**src/rtl/pci_tgt_pkg.sv**
```systemverilog
`timescale 1ns/1ps
package pci_tgt_pkg;
    localparam int AD_W = 32;
    localparam int BE_W = 4;
    localparam int CFG_IDX_W = 6;

    typedef enum logic [1:0] {
        CC_NONE,
        CC_MEM,
        CC_IO,
        CC_CFG
    } cmd_class_e;

    typedef enum logic [1:0] {
        RK_NONE,
        RK_NORM,
        RK_RETRY,
        RK_ABORT
    } rsp_kind_e;

    typedef enum logic [3:0] {
        ST_IDLE,
        ST_ADDR,
        ST_SKIP,
        ST_CLAIM,
        ST_DATA,
        ST_RETRY,
        ST_ABORT,
        ST_DISC,
        ST_TURN
    } tgt_state_e;
endpackage

```
**src/rtl/pci_tgt_cmd_dec.sv**
```systemverilog
`timescale 1ns/1ps
module pci_tgt_cmd_dec
    import pci_tgt_pkg::*;
(
    input  logic [BE_W-1:0] cmd,
    output cmd_class_e      cls,
    output logic            is_wr
);
    always_comb begin
        cls   = CC_NONE;
        is_wr = 1'b0;
        unique case (cmd)
            4'b0010: cls = CC_IO;
            4'b0011: begin cls = CC_IO;  is_wr = 1'b1; end
            4'b0110: cls = CC_MEM;
            4'b0111: begin cls = CC_MEM; is_wr = 1'b1; end
            4'b1010: cls = CC_CFG;
            4'b1011: begin cls = CC_CFG; is_wr = 1'b1; end
            4'b1100: cls = CC_MEM;                      // read multiple alias
            4'b1110: cls = CC_MEM;                      // read line alias
            4'b1111: begin cls = CC_MEM; is_wr = 1'b1; end // write+invalidate alias
            default: begin cls = CC_NONE; is_wr = 1'b0; end
        endcase
    end
endmodule

```
**src/rtl/pci_tgt_parity.sv**
```systemverilog
`timescale 1ns/1ps
module pci_tgt_parity
    import pci_tgt_pkg::*;
(
    input  logic            clk,
    input  logic            rst_n,
    input  logic [AD_W-1:0] data,
    input  logic [BE_W-1:0] be_n,
    input  logic            drive,
    output logic            par_out,
    output logic            par_oe
);
    always_ff @(posedge clk or negedge rst_n) begin
        if (!rst_n) begin
            par_out <= 1'b0;
            par_oe  <= 1'b0;
        end else begin
            par_out <= ^{data, be_n};
            par_oe  <= drive;
        end
    end


    par_follow_chk: assert property (@(posedge clk) disable iff (!rst_n)
        par_oe |-> $past(drive));
endmodule

```
**src/rtl/pci_tgt_fsm.sv**
```systemverilog
`timescale 1ns/1ps
module pci_tgt_fsm
    import pci_tgt_pkg::*;
(
    input  logic       clk,
    input  logic       rst_n,
    input  logic       frame_n,
    input  logic       irdy_n,
    input  cmd_class_e cls,
    input  logic       cmd_wr,
    input  logic       cfg_ok,
    input  logic       hit_any,
    input  logic       force_retry,
    input  logic       force_abort,
    output logic       trdy_n,
    output logic       stop_n,
    output logic       devsel_n,
    output logic       ctl_oe,
    output logic       ad_oe,
    output logic       abort_flag,
    output logic       addr_edge,
    output logic       rd_issue,
    output logic       xfer_now,
    output logic       rd_load,
    output logic       wr_q,
    output logic       cfg_q
);
    tgt_state_e state, nxt;
    rsp_kind_e  rsp_c, rsp_q;

    always_comb begin
        rsp_c = RK_NONE;
        if (cls == CC_CFG)
            rsp_c = cfg_ok ? RK_NORM : RK_NONE;
        else if (cls != CC_NONE && hit_any)
            rsp_c = force_abort ? RK_ABORT : (force_retry ? RK_RETRY : RK_NORM);
    end

    assign addr_edge = (state == ST_IDLE) && !frame_n;
    assign rd_issue  = addr_edge && (rsp_c == RK_NORM) && !cmd_wr;
    assign xfer_now  = (state == ST_DATA) && !irdy_n;
    assign rd_load   = (state == ST_CLAIM) && (rsp_q == RK_NORM) && !wr_q;

    always_comb begin
        nxt = state;
        unique case (state)
            ST_IDLE:  if (!frame_n) nxt = ST_ADDR;
            ST_ADDR:  nxt = (rsp_q == RK_NONE) ? ST_SKIP : ST_CLAIM;
            ST_SKIP:  if (frame_n && irdy_n) nxt = ST_IDLE;
            ST_CLAIM: nxt = (rsp_q == RK_ABORT) ? ST_ABORT :
                            ((rsp_q == RK_RETRY) ? ST_RETRY : ST_DATA);
            ST_DATA:  if (!irdy_n) nxt = frame_n ? ST_TURN : ST_DISC;
            ST_RETRY, ST_ABORT, ST_DISC: if (frame_n) nxt = ST_TURN;
            ST_TURN:  nxt = ST_IDLE;
            default:  nxt = ST_IDLE;
        endcase
    end

    // state register and transaction latches
    always_ff @(posedge clk or negedge rst_n) begin
        if (!rst_n) begin
            state <= ST_IDLE;
            rsp_q <= RK_NONE;
            wr_q  <= 1'b0;
            cfg_q <= 1'b0;
        end else begin
            state <= nxt;
            if (addr_edge) begin
                rsp_q <= rsp_c;
                wr_q  <= cmd_wr;
                cfg_q <= (cls == CC_CFG);
            end
        end
    end

    // registered bus outputs, decoded from the next state
    always_ff @(posedge clk or negedge rst_n) begin
        if (!rst_n) begin
            trdy_n     <= 1'b1;
            stop_n     <= 1'b1;
            devsel_n   <= 1'b1;
            ctl_oe     <= 1'b0;
            ad_oe      <= 1'b0;
            abort_flag <= 1'b0;
        end else begin
            devsel_n   <= !(nxt inside {ST_CLAIM, ST_DATA, ST_RETRY, ST_DISC});
            trdy_n     <= !(nxt == ST_DATA);
            stop_n     <= !((nxt inside {ST_RETRY, ST_ABORT, ST_DISC}) ||
                            (nxt == ST_DATA && !frame_n));
            ctl_oe     <= !(nxt inside {ST_IDLE, ST_ADDR, ST_SKIP});
            ad_oe      <= (nxt == ST_DATA) && !wr_q;
            abort_flag <= (nxt == ST_ABORT) && (state != ST_ABORT);
        end
    end


    medium_decode_chk: assert property (@(posedge clk) disable iff (!rst_n)
        $fell(devsel_n) |-> $past(!frame_n, 2));

    single_phase_chk: assert property (@(posedge clk) disable iff (!rst_n)
        (!trdy_n && !irdy_n) |=> trdy_n);

    turn_release_chk: assert property (@(posedge clk) disable iff (!rst_n)
        $fell(ctl_oe) |-> $past(trdy_n && stop_n && devsel_n));

    abort_shape_chk: assert property (@(posedge clk) disable iff (!rst_n)
        abort_flag |=> !stop_n || $past(frame_n));
endmodule

```
**src/rtl/pci_tgt_ctrl.sv**
```systemverilog
`timescale 1ns/1ps
module pci_tgt_ctrl
    import pci_tgt_pkg::*;
#(
    parameter int NWIN = 6
) (
    input  logic                 clk,
    input  logic                 rst_n,
    input  logic [AD_W-1:0]      ad_in,
    input  logic [BE_W-1:0]      cbe_n,
    input  logic                 frame_n,
    input  logic                 irdy_n,
    input  logic                 idsel,
    input  logic [NWIN-1:0]      win_hit,
    input  logic                 force_retry,
    input  logic                 force_abort,
    output logic [AD_W-1:0]      ad_out,
    output logic                 ad_oe,
    output logic                 par_out,
    output logic                 par_oe,
    output logic                 trdy_n,
    output logic                 stop_n,
    output logic                 devsel_n,
    output logic                 ctl_oe,
    output logic [AD_W-1:0]      loc_addr,
    output logic [NWIN-1:0]      loc_wr,
    output logic [NWIN-1:0]      loc_rd,
    output logic [AD_W-1:0]      loc_wdata,
    output logic [BE_W-1:0]      loc_be,
    input  logic [NWIN*AD_W-1:0] loc_rdata,
    output logic                 cfg_wr,
    output logic                 cfg_rd,
    output logic [CFG_IDX_W-1:0] cfg_index,
    input  logic [AD_W-1:0]      cfg_rdata,
    output logic                 abort_flag
);
    localparam int IDXW = (NWIN > 1) ? $clog2(NWIN) : 1;

    cmd_class_e      cls;
    logic            cmd_wr, cfg_ok, hit_any;
    logic            addr_edge, rd_issue, xfer_now, rd_load, wr_q, cfg_q;
    logic [IDXW-1:0] idx_c, idx_q;
    logic [AD_W-1:0] addr_q;
    logic [AD_W-1:0] rd_bank [NWIN];

    generate
        for (genvar g = 0; g < NWIN; g++) begin : g_bank
            assign rd_bank[g] = loc_rdata[g*AD_W +: AD_W];
        end
    endgenerate

    always_comb begin
        idx_c = '0;
        for (int i = NWIN - 1; i >= 0; i--)
            if (win_hit[i]) idx_c = IDXW'(i);
    end

    assign hit_any   = |win_hit;
    assign cfg_ok    = idsel && (ad_in[1:0] == 2'b00) && (ad_in[10:8] == 3'b000);
    assign loc_addr  = addr_q;
    assign cfg_index = addr_q[7:2];

    pci_tgt_cmd_dec i_dec (
        .cmd   (cbe_n),
        .cls   (cls),
        .is_wr (cmd_wr)
    );

    pci_tgt_fsm i_fsm (
        .clk         (clk),
        .rst_n       (rst_n),
        .frame_n     (frame_n),
        .irdy_n      (irdy_n),
        .cls         (cls),
        .cmd_wr      (cmd_wr),
        .cfg_ok      (cfg_ok),
        .hit_any     (hit_any),
        .force_retry (force_retry),
        .force_abort (force_abort),
        .trdy_n      (trdy_n),
        .stop_n      (stop_n),
        .devsel_n    (devsel_n),
        .ctl_oe      (ctl_oe),
        .ad_oe       (ad_oe),
        .abort_flag  (abort_flag),
        .addr_edge   (addr_edge),
        .rd_issue    (rd_issue),
        .xfer_now    (xfer_now),
        .rd_load     (rd_load),
        .wr_q        (wr_q),
        .cfg_q       (cfg_q)
    );

    pci_tgt_parity i_par (
        .clk     (clk),
        .rst_n   (rst_n),
        .data    (ad_out),
        .be_n    (cbe_n),
        .drive   (ad_oe),
        .par_out (par_out),
        .par_oe  (par_oe)
    );

    always_ff @(posedge clk or negedge rst_n) begin
        if (!rst_n) begin
            addr_q    <= '0;
            idx_q     <= '0;
            ad_out    <= '0;
            loc_wr    <= '0;
            loc_rd    <= '0;
            cfg_wr    <= 1'b0;
            cfg_rd    <= 1'b0;
            loc_wdata <= '0;
            loc_be    <= '0;
        end else begin
            loc_wr <= '0;
            loc_rd <= '0;
            cfg_wr <= 1'b0;
            cfg_rd <= 1'b0;
            if (addr_edge) begin
                addr_q <= ad_in;
                idx_q  <= idx_c;
            end
            if (rd_issue) begin
                if (cls == CC_CFG) cfg_rd <= 1'b1;
                else               loc_rd <= NWIN'(1) << idx_c;
            end
            if (rd_load)
                ad_out <= cfg_q ? cfg_rdata : rd_bank[idx_q];
            if (xfer_now && wr_q) begin
                if (cfg_q) cfg_wr <= 1'b1;
                else       loc_wr <= NWIN'(1) << idx_q;
                loc_wdata <= ad_in;
                loc_be    <= ~cbe_n;
            end
        end
    end


    strobe_after_xfer_chk: assert property (@(posedge clk) disable iff (!rst_n)
        (|loc_wr || cfg_wr) |-> $past(!irdy_n && !trdy_n));

    strobe_onehot_chk: assert property (@(posedge clk) disable iff (!rst_n)
        $onehot0({loc_wr, loc_rd, cfg_wr, cfg_rd}));

    retry_nowrite_chk: assert property (@(posedge clk) disable iff (!rst_n)
        (!stop_n && trdy_n && !devsel_n && !$past(!trdy_n)) |=> (loc_wr == '0) && !cfg_wr);
endmodule

```
**config.mk**
```make
export PLATFORM = sky130hd
export DESIGN_NAME = pci_tgt_ctrl
export DESIGN_NICKNAME = d
export VERILOG_FILES = /design/src/rtl/pci_tgt_pkg.sv /design/src/rtl/pci_tgt_cmd_dec.sv /design/src/rtl/pci_tgt_parity.sv /design/src/rtl/pci_tgt_fsm.sv /design/src/rtl/pci_tgt_ctrl.sv
export SDC_FILE = /design/constraint.sdc
export NUM_CORES = 1
export LEC_CHECK = 0
export BUFFER_PORTS_ARGS = -buffer_cell sky130_fd_sc_hd__buf_2
export CAP_MARGIN = 15
export CORE_AREA = 2 2 154 156
export DETAILED_ROUTE_END_ITERATION = 12
export DIE_AREA = 0 0 156 158
export GPL_ROUTABILITY_DRIVEN = 0
export SYNTH_ARGS = -nofsm -noshare
export SYNTH_HDL_FRONTEND = slang
export SYNTH_SLANG_ARGS = --single-unit
```
**constraint.sdc**
```tcl
create_clock -name clk -period 2.2 [get_ports clk]
set_clock_uncertainty 0.2 [all_clocks]
set_input_delay 0.44 -clock clk [delete_from_list [all_inputs] [get_ports clk]]
set_output_delay 0.44 -clock clk [all_outputs]
set_load 0.02 [all_outputs]
```
# ---- Word-level counts from Yosys, hierarchy flattened
# Cells that the tools add are included.
dict set report classes {
  mux 34
  eq_ne 29
  n_lt_le_gt_ge 1
  n_reduce_logical 39
  shifts 2
  n_bitwise 2
}
# op count
set ops {}
lappend ops {{$bmux W32 S3} 1}
lappend ops {{$mux W32} 3}
lappend ops {{$eq A4 B3 Y1 const B} 10}
lappend ops {{$reduce_xor A36 Y1} 1}
lappend ops {{$eq A4 B2 Y1 const B} 6}
lappend ops {{$mux W4} 6}
lappend ops {{$mux W6} 4}
lappend ops {{$pmux W4 S6} 1}
lappend ops {{$eq A4 B4 Y1 const B} 5}
lappend ops {{$mux W3} 6}
lappend ops {{$logic_and A1 B1 Y1} 14}
lappend ops {{$shl A1 B3 Y6 const A} 2}
lappend ops {{$eq A4 B1 Y1 const B} 2}
lappend ops {{$logic_not A1 Y1} 8}
lappend ops {{$logic_not A4 Y1} 2}
lappend ops {{$mux W1} 8}
lappend ops {{$mux W2} 4}
lappend ops {{$eq A2 B2 Y1 const B} 3}
lappend ops {{$pmux W2 S3} 1}
lappend ops {{$reduce_bool A3 Y1} 2}
lappend ops {{$reduce_or A6 Y1} 1}
lappend ops {{$reduce_or A5 Y1} 1}
lappend ops {{$eq A2 B1 Y1 const B} 2}
lappend ops {{$ge A4 B4 Y1 const B} 1}
lappend ops {{other kinds (11)} 13}
dict set report totals {
  regBits 133
  word_cells 128
  output_inout_bits 128
  inputBits 273
}

# ---- Depth between registers and ports, before layout
# Gate-level depths: netlist of run 1.
dict set report depth {
  depth_word 11
  ltp_mapped 8
  mapped_depth_nobuf 7
}

# ---- Hierarchy
# A second synthesis of run 1 with hierarchy kept.
dict set report hier_totals {
  cells_unflattened 655
  hier_area_um2 7297.0
}
# mod n_inst area_each_um2 cells_per_inst seq_area_each_um2
set modules_own_cells {}
lappend modules_own_cells {pci_tgt_ctrl 1 6233.5 545 2927.8}
lappend modules_own_cells {pci_tgt_fsm 1 673.1 69 354.1}
lappend modules_own_cells {pci_tgt_parity 1 361.6 36 50.0}
lappend modules_own_cells {pci_tgt_cmd_dec 1 28.8 5 0.0}

# ---- Least setup slack after synthesis of run 1
# No wires, ideal clock.
dict set report synth_path {
  kind {input port to flip-flop}
  from {input port cbe_n[2]}
  to {register loc_rd[5]}
  setup_slack_ns 0.147
  t_required_ns 1.927
  path_stages 6
  setup_ns 0.073
  path_buffers 0
  arrival_time_ns 1.781
  path_cell_list {inv_1 ha_1 o41ai_2 nand2_1 or3b_2 nor2_1}
}
dict set report synth_via {
  elab_chain_len 11
  word_cells_on_any_way 26
  cone_classes {eq/ne (11); mux (6); reduce/logical (9)}
}
# item line_no
set synth_lines {}
lappend synth_lines {{start: declaration} pci_tgt_ctrl.sv:10} ;# input logic [BE_W-1:0] cbe_n,
lappend synth_lines {{$eq A4 B3 Y1 (tied with other cells)} pci_tgt_cmd_dec.sv:12} ;# unique case (cmd)
lappend synth_lines {{$reduce_or A5 Y1 (no line) / $reduce_or A2 Y1 (equally long branches)} -}
lappend synth_lines {{$pmux W2 S3} pci_tgt_cmd_dec.sv:12}
lappend synth_lines {{$reduce_bool A2 Y1} pci_tgt_fsm.sv:35} ;# else if (cls != CC_NONE && hit_any)
lappend synth_lines {{$logic_and A1 B1 Y1} pci_tgt_fsm.sv:35}
lappend synth_lines {{$mux W2} pci_tgt_fsm.sv:35}
lappend synth_lines {{$mux W2} pci_tgt_fsm.sv:33} ;# if (cls == CC_CFG)
lappend synth_lines {{$eq A2 B1 Y1} pci_tgt_fsm.sv:40} ;# assign rd_issue = addr_edge && (rsp_c == RK_NORM) && !cmd_wr;
lappend synth_lines {{$logic_and A1 B1 Y1 (2 in a row)} pci_tgt_fsm.sv:40}
lappend synth_lines {{$mux W6 (*)} pci_tgt_ctrl.sv:124} ;# if (rd_issue) begin
lappend synth_lines {{end signal: assignment} pci_tgt_ctrl.sv:126} ;# else loc_rd <= NWIN'(1) << idx_c;
lappend synth_lines {{end: declaration} pci_tgt_ctrl.sv:27} ;# output logic [NWIN-1:0] loc_rd,
# Every way passes the cells marked *; elsewhere a longest branch is shown, timed or not.
# A chain may end at the register's enable or synchronous reset.

# ---- Final worst setup path of run 1
dict set report layout_path {
  from {register idx_q[0]}
  to {register ad_out[5]}
}
dict set report layout_via {
  elab_chain_len 5
}
# item line_no
set layout_lines {}
lappend layout_lines {{start: declaration} pci_tgt_ctrl.sv:42} ;# logic [IDXW-1:0] idx_c, idx_q;
lappend layout_lines {{start signal: assignment} pci_tgt_ctrl.sv:122} ;# idx_q <= idx_c;
lappend layout_lines {{$not A3 Y4 (implied by the code)} pci_tgt_ctrl.sv:129} ;# ad_out <= cfg_q ? cfg_rdata : rd_bank[idx_q];
lappend layout_lines {{$bmux W32 S3} pci_tgt_ctrl.sv:129}
lappend layout_lines {{$mux W32 (implied by the code) (2 in a row)} pci_tgt_ctrl.sv:129}
lappend layout_lines {{$mux W32} pci_tgt_ctrl.sv:129}
lappend layout_lines {{end signal: assignment} pci_tgt_ctrl.sv:129}
lappend layout_lines {{end: declaration} pci_tgt_ctrl.sv:17} ;# output logic [AD_W-1:0] ad_out,
# No other way between the ends. The select of a mux whose other input is x is not followed.

==> impl_metrics.json, run 1 <==
{
  "required_ps": 2280,
  "final_common_cell": "buf_2",
  "ioPinCount": 401,
  "worstSetupEndpoint": "ad_out[5]$_DFFE_PN0P_",
  "fin_nets": 1370,
  "postLayoutCoreUtil": 0.4505,
  "root_buffer": "clkbuf_16",
  "grt_max_degree": 65,
  "rsz0062_at_grt": "no",
  "synth_warnings": 0,
  "tritoncts": "yes",
  "multiInputGateArea_um2": 3553,
  "synth_mux_area_frac": 0.2367,
  "ctsResizeCount": 0,
  "path_class": "reg -> reg",
  "numCtsBuffers": 17,
  "dieArea_um2": 24650,
  "drive_gt1_frac": 0.4955,
  "worst_slew_pin_slew_ps": 525.2,
  "fin_ws_ps": 97.79,
  "grt_use_total": 0.2040,
  "setup_viol": 0,
  "vdd_drop_max_mv": 0.7864,
  "critPathArrivalTime_ps": 2190,
  "rrSetupSlack_ps": 100,
  "synth_seq_area_share": 0.4551,
  "antenna_found_initial": 3,
  "end_kind": "flop",
  "layout_min_cycle_time_ps": 2102,
  "crit_start": "idx_q[0]$_DFFE_PN0P_",
  "drt_iter0_drc": 298,
  "finalHoldViolations": 0,
  "worstSkewPairLatency_ps": 410,
  "synth-main-ff-cell": "dfrtp_1",
  "wl_per_cell_um": 18.46,
  "worst_setup_path_start_kind": "flop",
  "routed_wl_mm": 25.71,
  "mostFrequentLayoutCells": "buf_2 (399), nand2_1 (149), dfrtp_1 (128)",
  "slew_violations": 0,
  "leakagePower_nw": 5.632,
  "min_path_type": "in -> reg",
  "synth_compound_area_frac": 0.07674,
  "synth_xor_xnor_area_share": 0.04016,
  "cts_sinks": 133,
  "synth_top_family_by_area": "multiplexers",
  "grt_pass1_wl_mm": 38.23,
  "clk_path_buf_depth": 2,
  "start_util": 0.3176,
  "ys_types": 52,
  "dpl.hpwl_mm": 20.29,
  "die_h_um": 158,
  "max_freq_ghz": 0.4757,
  "relSlewSlack": 0.6499,
  "synthArstFlopShare": 1.000,
  "vias": 6677,
  "outcome": "finished clean",
  "rr_worst_depth": 6,
  "rows": 56,
  "ys_ff_latch": 133,
  "route.detailed.drc": 0,
  "route.antenna.remaining_nets": 0,
  "seqCellArea_um2": 3337,
  "coreArea_um2": 23050,
  "post-place-ws_ps": -136.2,
  "netlist_area_um2": 7321,
  "grt_overflow": 0,
  "synthAdderAreaFrac": 0.01196,
  "power.density_nw_per_um2": 1524,
  "syn_to_final_growth_pct": 41.86,
  "postSynthAreaPerCell_um2": 10.66,
  "timing.rr.start": "idx_q[0]$_DFFE_PN0P_",
  "path_clk_slew_ps": 70,
  "synth_edf_count": 0,
  "cts-htree-levels": 4,
  "grt_pass1_vias": 6730,
  "reg2reg_to": "ad_out[5]$_DFFE_PN0P_",
  "synth_nets": 967,
  "drv_cap": 0,
  "syn_inst": 687,
  "io_buffer_count": 400,
  "fin_crit_sh": 0.9556,
  "vias_per_cell": 4.793,
  "cp_max_fo": 18,
  "synthSimpleGateAreaFrac": 0.1190,
  "whs_ps": 24.77,
  "die_w_um": 156,
  "first_pass_iters": 4,
  "n_fill_cell": 2288
}
[per-layer routing]
layer  track usage  share of wire  vias up
met4       0.05461          0.017        4
met2        0.3401           0.48      261
met3       0.07473          0.087       25
met5             0        0.00093        -
li1              -              -     3191
met1        0.2503           0.42     3196
[worst min path at each step]
stage                                      from                       end  slack, ps  cells past startpoint
after floorplan                           rst_n     ad_out[0]$_DFFE_PN0P_        -60                      0
after global placement    i_fsm.ad_oe$_DFF_PN0_    i_par.par_oe$_DFF_PN0_        170                      0
after detailed placement  i_fsm.ad_oe$_DFF_PN0_    i_par.par_oe$_DFF_PN0_        170                      0
after CTS                             ad_in[21]  loc_addr[21]$_DFFE_PN0P_          3                      3
after global routing                  ad_in[29]  loc_addr[29]$_DFFE_PN0P_          9                      3
final                                 ad_in[21]  loc_addr[21]$_DFFE_PN0P_         20                      3
[worst max-delay path, cell delays in order (launching register included)]
cell,delay (ps)
dfrtp_4,530
buf_12,210
buf_4,330
mux2i_1,340
o22ai_1,130
mux2i_1,140
o21ai_0,80
[cells in the mapped netlist, types with 3 or more instances]
library cell	number	area, µm²
nor2b_1	5	31.28
buf_2	17	85.08
o22ai_1	35	219.0
dfstp_2	3	78.83
xnor2_1	27	236.5
a21oi_1	6	30.03
buf_1	6	22.52
buf_6	7	78.83
mux2_2	33	371.6
nor3_1	3	15.01
mux2i_1	64	640.6
o21ai_1	9	45.04
xor2_1	4	35.03
dfrtp_1	130	3253
nor2_1	19	71.32
clkbuf_1	11	41.29
ha_1	7	87.58
o21ai_0	33	165.2
mux4_2	32	720.7
buf_4	8	60.06
nand2_1	149	559.3
inv_1	40	150.1
nand3_1	3	15.01
[cell type report]
cell class                      instances  share of cell area
Clock buffer                           17             0.04096
Tap cell                              290             0.03494
Timing Repair Buffer                  433              0.2295
Inverter                               41             0.01482
Multi-Input combinational cell        464              0.3422
Sequential cell                       133              0.3213
Clock inverter                         14             0.01602
Antenna cell                            1           0.0002410
[state kept, by name, summed over array words and instances (netlist names), 2 cells and up]
| name | cells |
|---|---|
| loc_be | 4 |
| i_fsm.rsp_q | 2 |
| idx_q | 3 |
| loc_addr | 32 |
| ad_out | 32 |
| loc_wdata | 32 |
| loc_rd | 6 |
| i_fsm.state | 4 |
| loc_wr | 6 |
[report_power, final]
group | internal (mW) | switching, mW | total, mW | leakage, nW
Clock | 1.70 | 1.23 | 2.93 | 0.281
Combinational | 4.02 | 4.57 | 8.59 | 3.66
Sequential | 3.48 | 0.826 | 4.31 | 1.69
Total | 9.20 | 6.63 | 15.8 | 5.63
[through the flow]
step	area, µm²	std cells	TNS [ps]	total power [mW]
2_1_floorplan	7321	687	0	10.19
3_3_place_gp	9781	1360	-506.9	12.96
3_5_place_dp	9781	1360	-936.5	13.08
4_1_cts	10380	1392	0	16.09
5_1_grt	10380	1392	0	16.93
6_report	10390	1393	0	15.83
[cell families (layout without fill, tap and decap cells)]
| kind of cell | count (synthesis) | count (layout) |
|---|---|---|
| simple gates | 202 | 202 |
| flops | 133 | 133 |
| mux | 129 | 129 |
| compound gates | 94 | 94 |
| buf+inv | 90 | 505 |
| xor+xnor | 32 | 32 |
| fa+ha+maj | 7 | 7 |
| other cells | 0 | 1 |
[timing repair]
| item | in CTS | in global routing |
|---|---|---|
| hold buffers | 1 | 0 |
| setup buffers | 0 | 0 |
| endpoints found under the hold margin | 46 | 0 |
| endpoints found under the setup margin | 0 | 0 |
(Power assumes the default switching activity.)
==> inputs of run 2 (changes only) <==
- PLACE_DENSITY_LB_ADDON: not set -> 0.08
==> run 2 against run 1 <==
Against the previous run:
- count of clock-buffer cells in the layout increased by 1
- critical path depth unchanged
- via count down 1.4%
- clock power shrank 4%
- critical path type unchanged
- critical endpoint is now ad_out[1]$_DFFE_PN0P_
- largest power group unchanged
- highest routed layer unchanged
==> impl_metrics.json, run 2 (synthesis gave the netlist of run 1 again) <==
{
  "first_pass_iters": 4,
  "final_area_um2": 10400,
  "min_from": "ad_in[2]",
  "grt_use_total": 0.1989,
  "relSlewSlack": 0.6441,
  "finalHoldViolations": 0,
  "timing.rr.start": "i_fsm.state[2]$_DFF_PN0_",
  "routed_wl_mm": 25.69,
  "setup_viol": 0,
  "path_class": "reg -> reg",
  "end_kind": "flop",
  "cp_max_fo": 64,
  "rows": 56,
  "root_buffer": "clkbuf_16",
  "power.density_nw_per_um2": 1507,
  "wl_per_cell_um": 18.36,
  "path_clk_slew_ps": 70,
  "reg2reg_to": "ad_out[1]$_DFFE_PN0P_",
  "rr_worst_depth": 6,
  "start_util": 0.3176,
  "crit_family": "simple AND/OR/NAND/NOR gates",
  "fin_nets": 1376,
  "fin_ws_ps": 166.4,
  "layout_min_cycle_time_ps": 2034,
  "cts-htree-levels": 4,
  "hold_end": "loc_addr[2]$_DFFE_PN0P_",
  "min_path_type": "in -> reg",
  "rrSetupSlack_ps": 170,
  "outcome": "finished clean",
  "die_w_um": 156,
  "dpl.hpwl_mm": 20.34,
  "numCtsBuffers": 17,
  "post-place-ws_ps": -124.6,
  "vias": 6584,
  "max_stage_delay_ps": 480,
  "slew_violations": 0,
  "worst_path_max_delay_cell": "dfrtp_1",
  "drt_iter0_drc": 284,
  "coreArea_um2": 23050,
  "postPlaceCellArea_um2": 9776,
  "min_path_cells": 3,
  "drv_cap": 0,
  "crit_buf_inv": 1,
  "route.detailed.drc": 0,
  "die_h_um": 158,
  "leakagePower_nw": 5.652,
  "grt_pass1_wl_mm": 37.00,
  "grt_max_degree": 65,
  "antenna_found_initial": 3,
  "max_freq_ghz": 0.4917,
  "ioPinCount": 401,
  "rsz0062_at_grt": "no",
  "cp_cell_sequence": "nor2_2 > nand4_1 > or3_2 > buf_12 > nand2_1 > o21ai_0",
  "fin_crit_sh": 0.9244,
  "required_ps": 2280,
  "worstSkewPairLatency_ps": 410,
  "route.antenna.remaining_nets": 0,
  "vias_per_cell": 4.706,
  "syn_to_final_growth_pct": 42.11,
  "clk_path_buf_depth": 2,
  "grt_pass1_vias": 6514,
  "final_common_cell": "buf_2",
  "ctsResizeCount": 0,
  "io_buffer_count": 400,
  "drive_gt1_frac": 0.4973,
  "cts_sinks": 133,
  "critPathArrivalTime_ps": 2110,
  "vdd_drop_max_mv": 0.6190,
  "mostFrequentLayoutCells": "buf_2 (399), nand2_1 (149), dfrtp_1 (128)",
  "worst_slew_pin_slew_ps": 528.2,
  "grt_overflow": 0,
  "dieArea_um2": 24650,
  "worst_setup_path_start_kind": "flop",
  "tritoncts": "yes"
}
-- run 2: report_power, final --
group	internal [mW]	switching, mW	leakage, nW
combinational	3.99	4.58	3.69
sequential	3.48	0.796	1.69
clock	1.68	1.14	0.279
total	9.16	6.51	5.65
-- run 2: how the worst max path moves through the flow --
stage	startpoint	to	slack, ps	depth (start not counted)
2_1_floorplan	cbe_n[2]	loc_rd[5]$_DFF_PN0_	150	6
3_3_place_gp	cbe_n[3]	loc_rd[1]$_DFF_PN0_	-120	8
3_5_place_dp	cbe_n[3]	loc_rd[2]$_DFF_PN0_	-120	8
4_1_cts	idx_q[0]$_DFFE_PN0P_	ad_out[1]$_DFFE_PN0P_	80	6
5_1_grt	idx_q[0]$_DFFE_PN0P_	ad_out[1]$_DFFE_PN0P_	50	6
6_report	i_fsm.state[2]$_DFF_PN0_	ad_out[1]$_DFFE_PN0P_	170	6
-- run 2: tightest hold or removal path: cells and delay by family --
family        cells  cell delay [ps]
simple gates      2               90
buf+inv           1               80
-- run 2: through the flow --
| step | TNS, ps | std cells | util | hold slack [ps] | power [mW] |
|---|---|---|---|---|---|
| 5_1_grt | 0 | 1399 | 0.4513 | 18.48 | 16.80 |
| 2_1_floorplan | 0 | 687 | - | -55.59 | 10.19 |
| 6_report | 0 | 1399 | 0.4513 | 22.81 | 15.67 |
| 4_1_cts | 0 | 1393 | 0.4496 | 3.343 | 15.90 |
| 3_5_place_dp | -865.9 | 1361 | 0.4241 | 157.0 | 12.99 |
| 3_3_place_gp | -848.1 | 1361 | 0.4241 | 154.8 | 12.97 |
-- run 2: per-layer routing --
| layer | track usage | vias to the layer above | part of all wire |
|---|---|---|---|
| li1 | - | 3196 | - |
| met5 | 0 | - | 0.00090 |
| met2 | 0.3308 | 258 | 0.48 |
| met3 | 0.07008 | 21 | 0.083 |
| met4 | 0.05155 | 4 | 0.011 |
| met1 | 0.2471 | 3105 | 0.42 |
-- run 2: timing repair --
item / 4_1_cts / 5_1_grt
endpoints found under the hold margin: 32 / 0
setup buffers: 0 / 5
setup endpoints to repair: 0 / 1
hold buffers: 1 / 0
-- run 2: final cells by class --
class	instances	area [µm²]
fillers	2261	12650
multi-input cells	464	3553
flip-flops and latches	133	3337
repair buffers	439	2416
clock buffers	18	429.2
well taps	290	362.8
inverters	41	153.9
clock inverters	13	148.9
diodes	1	2.502
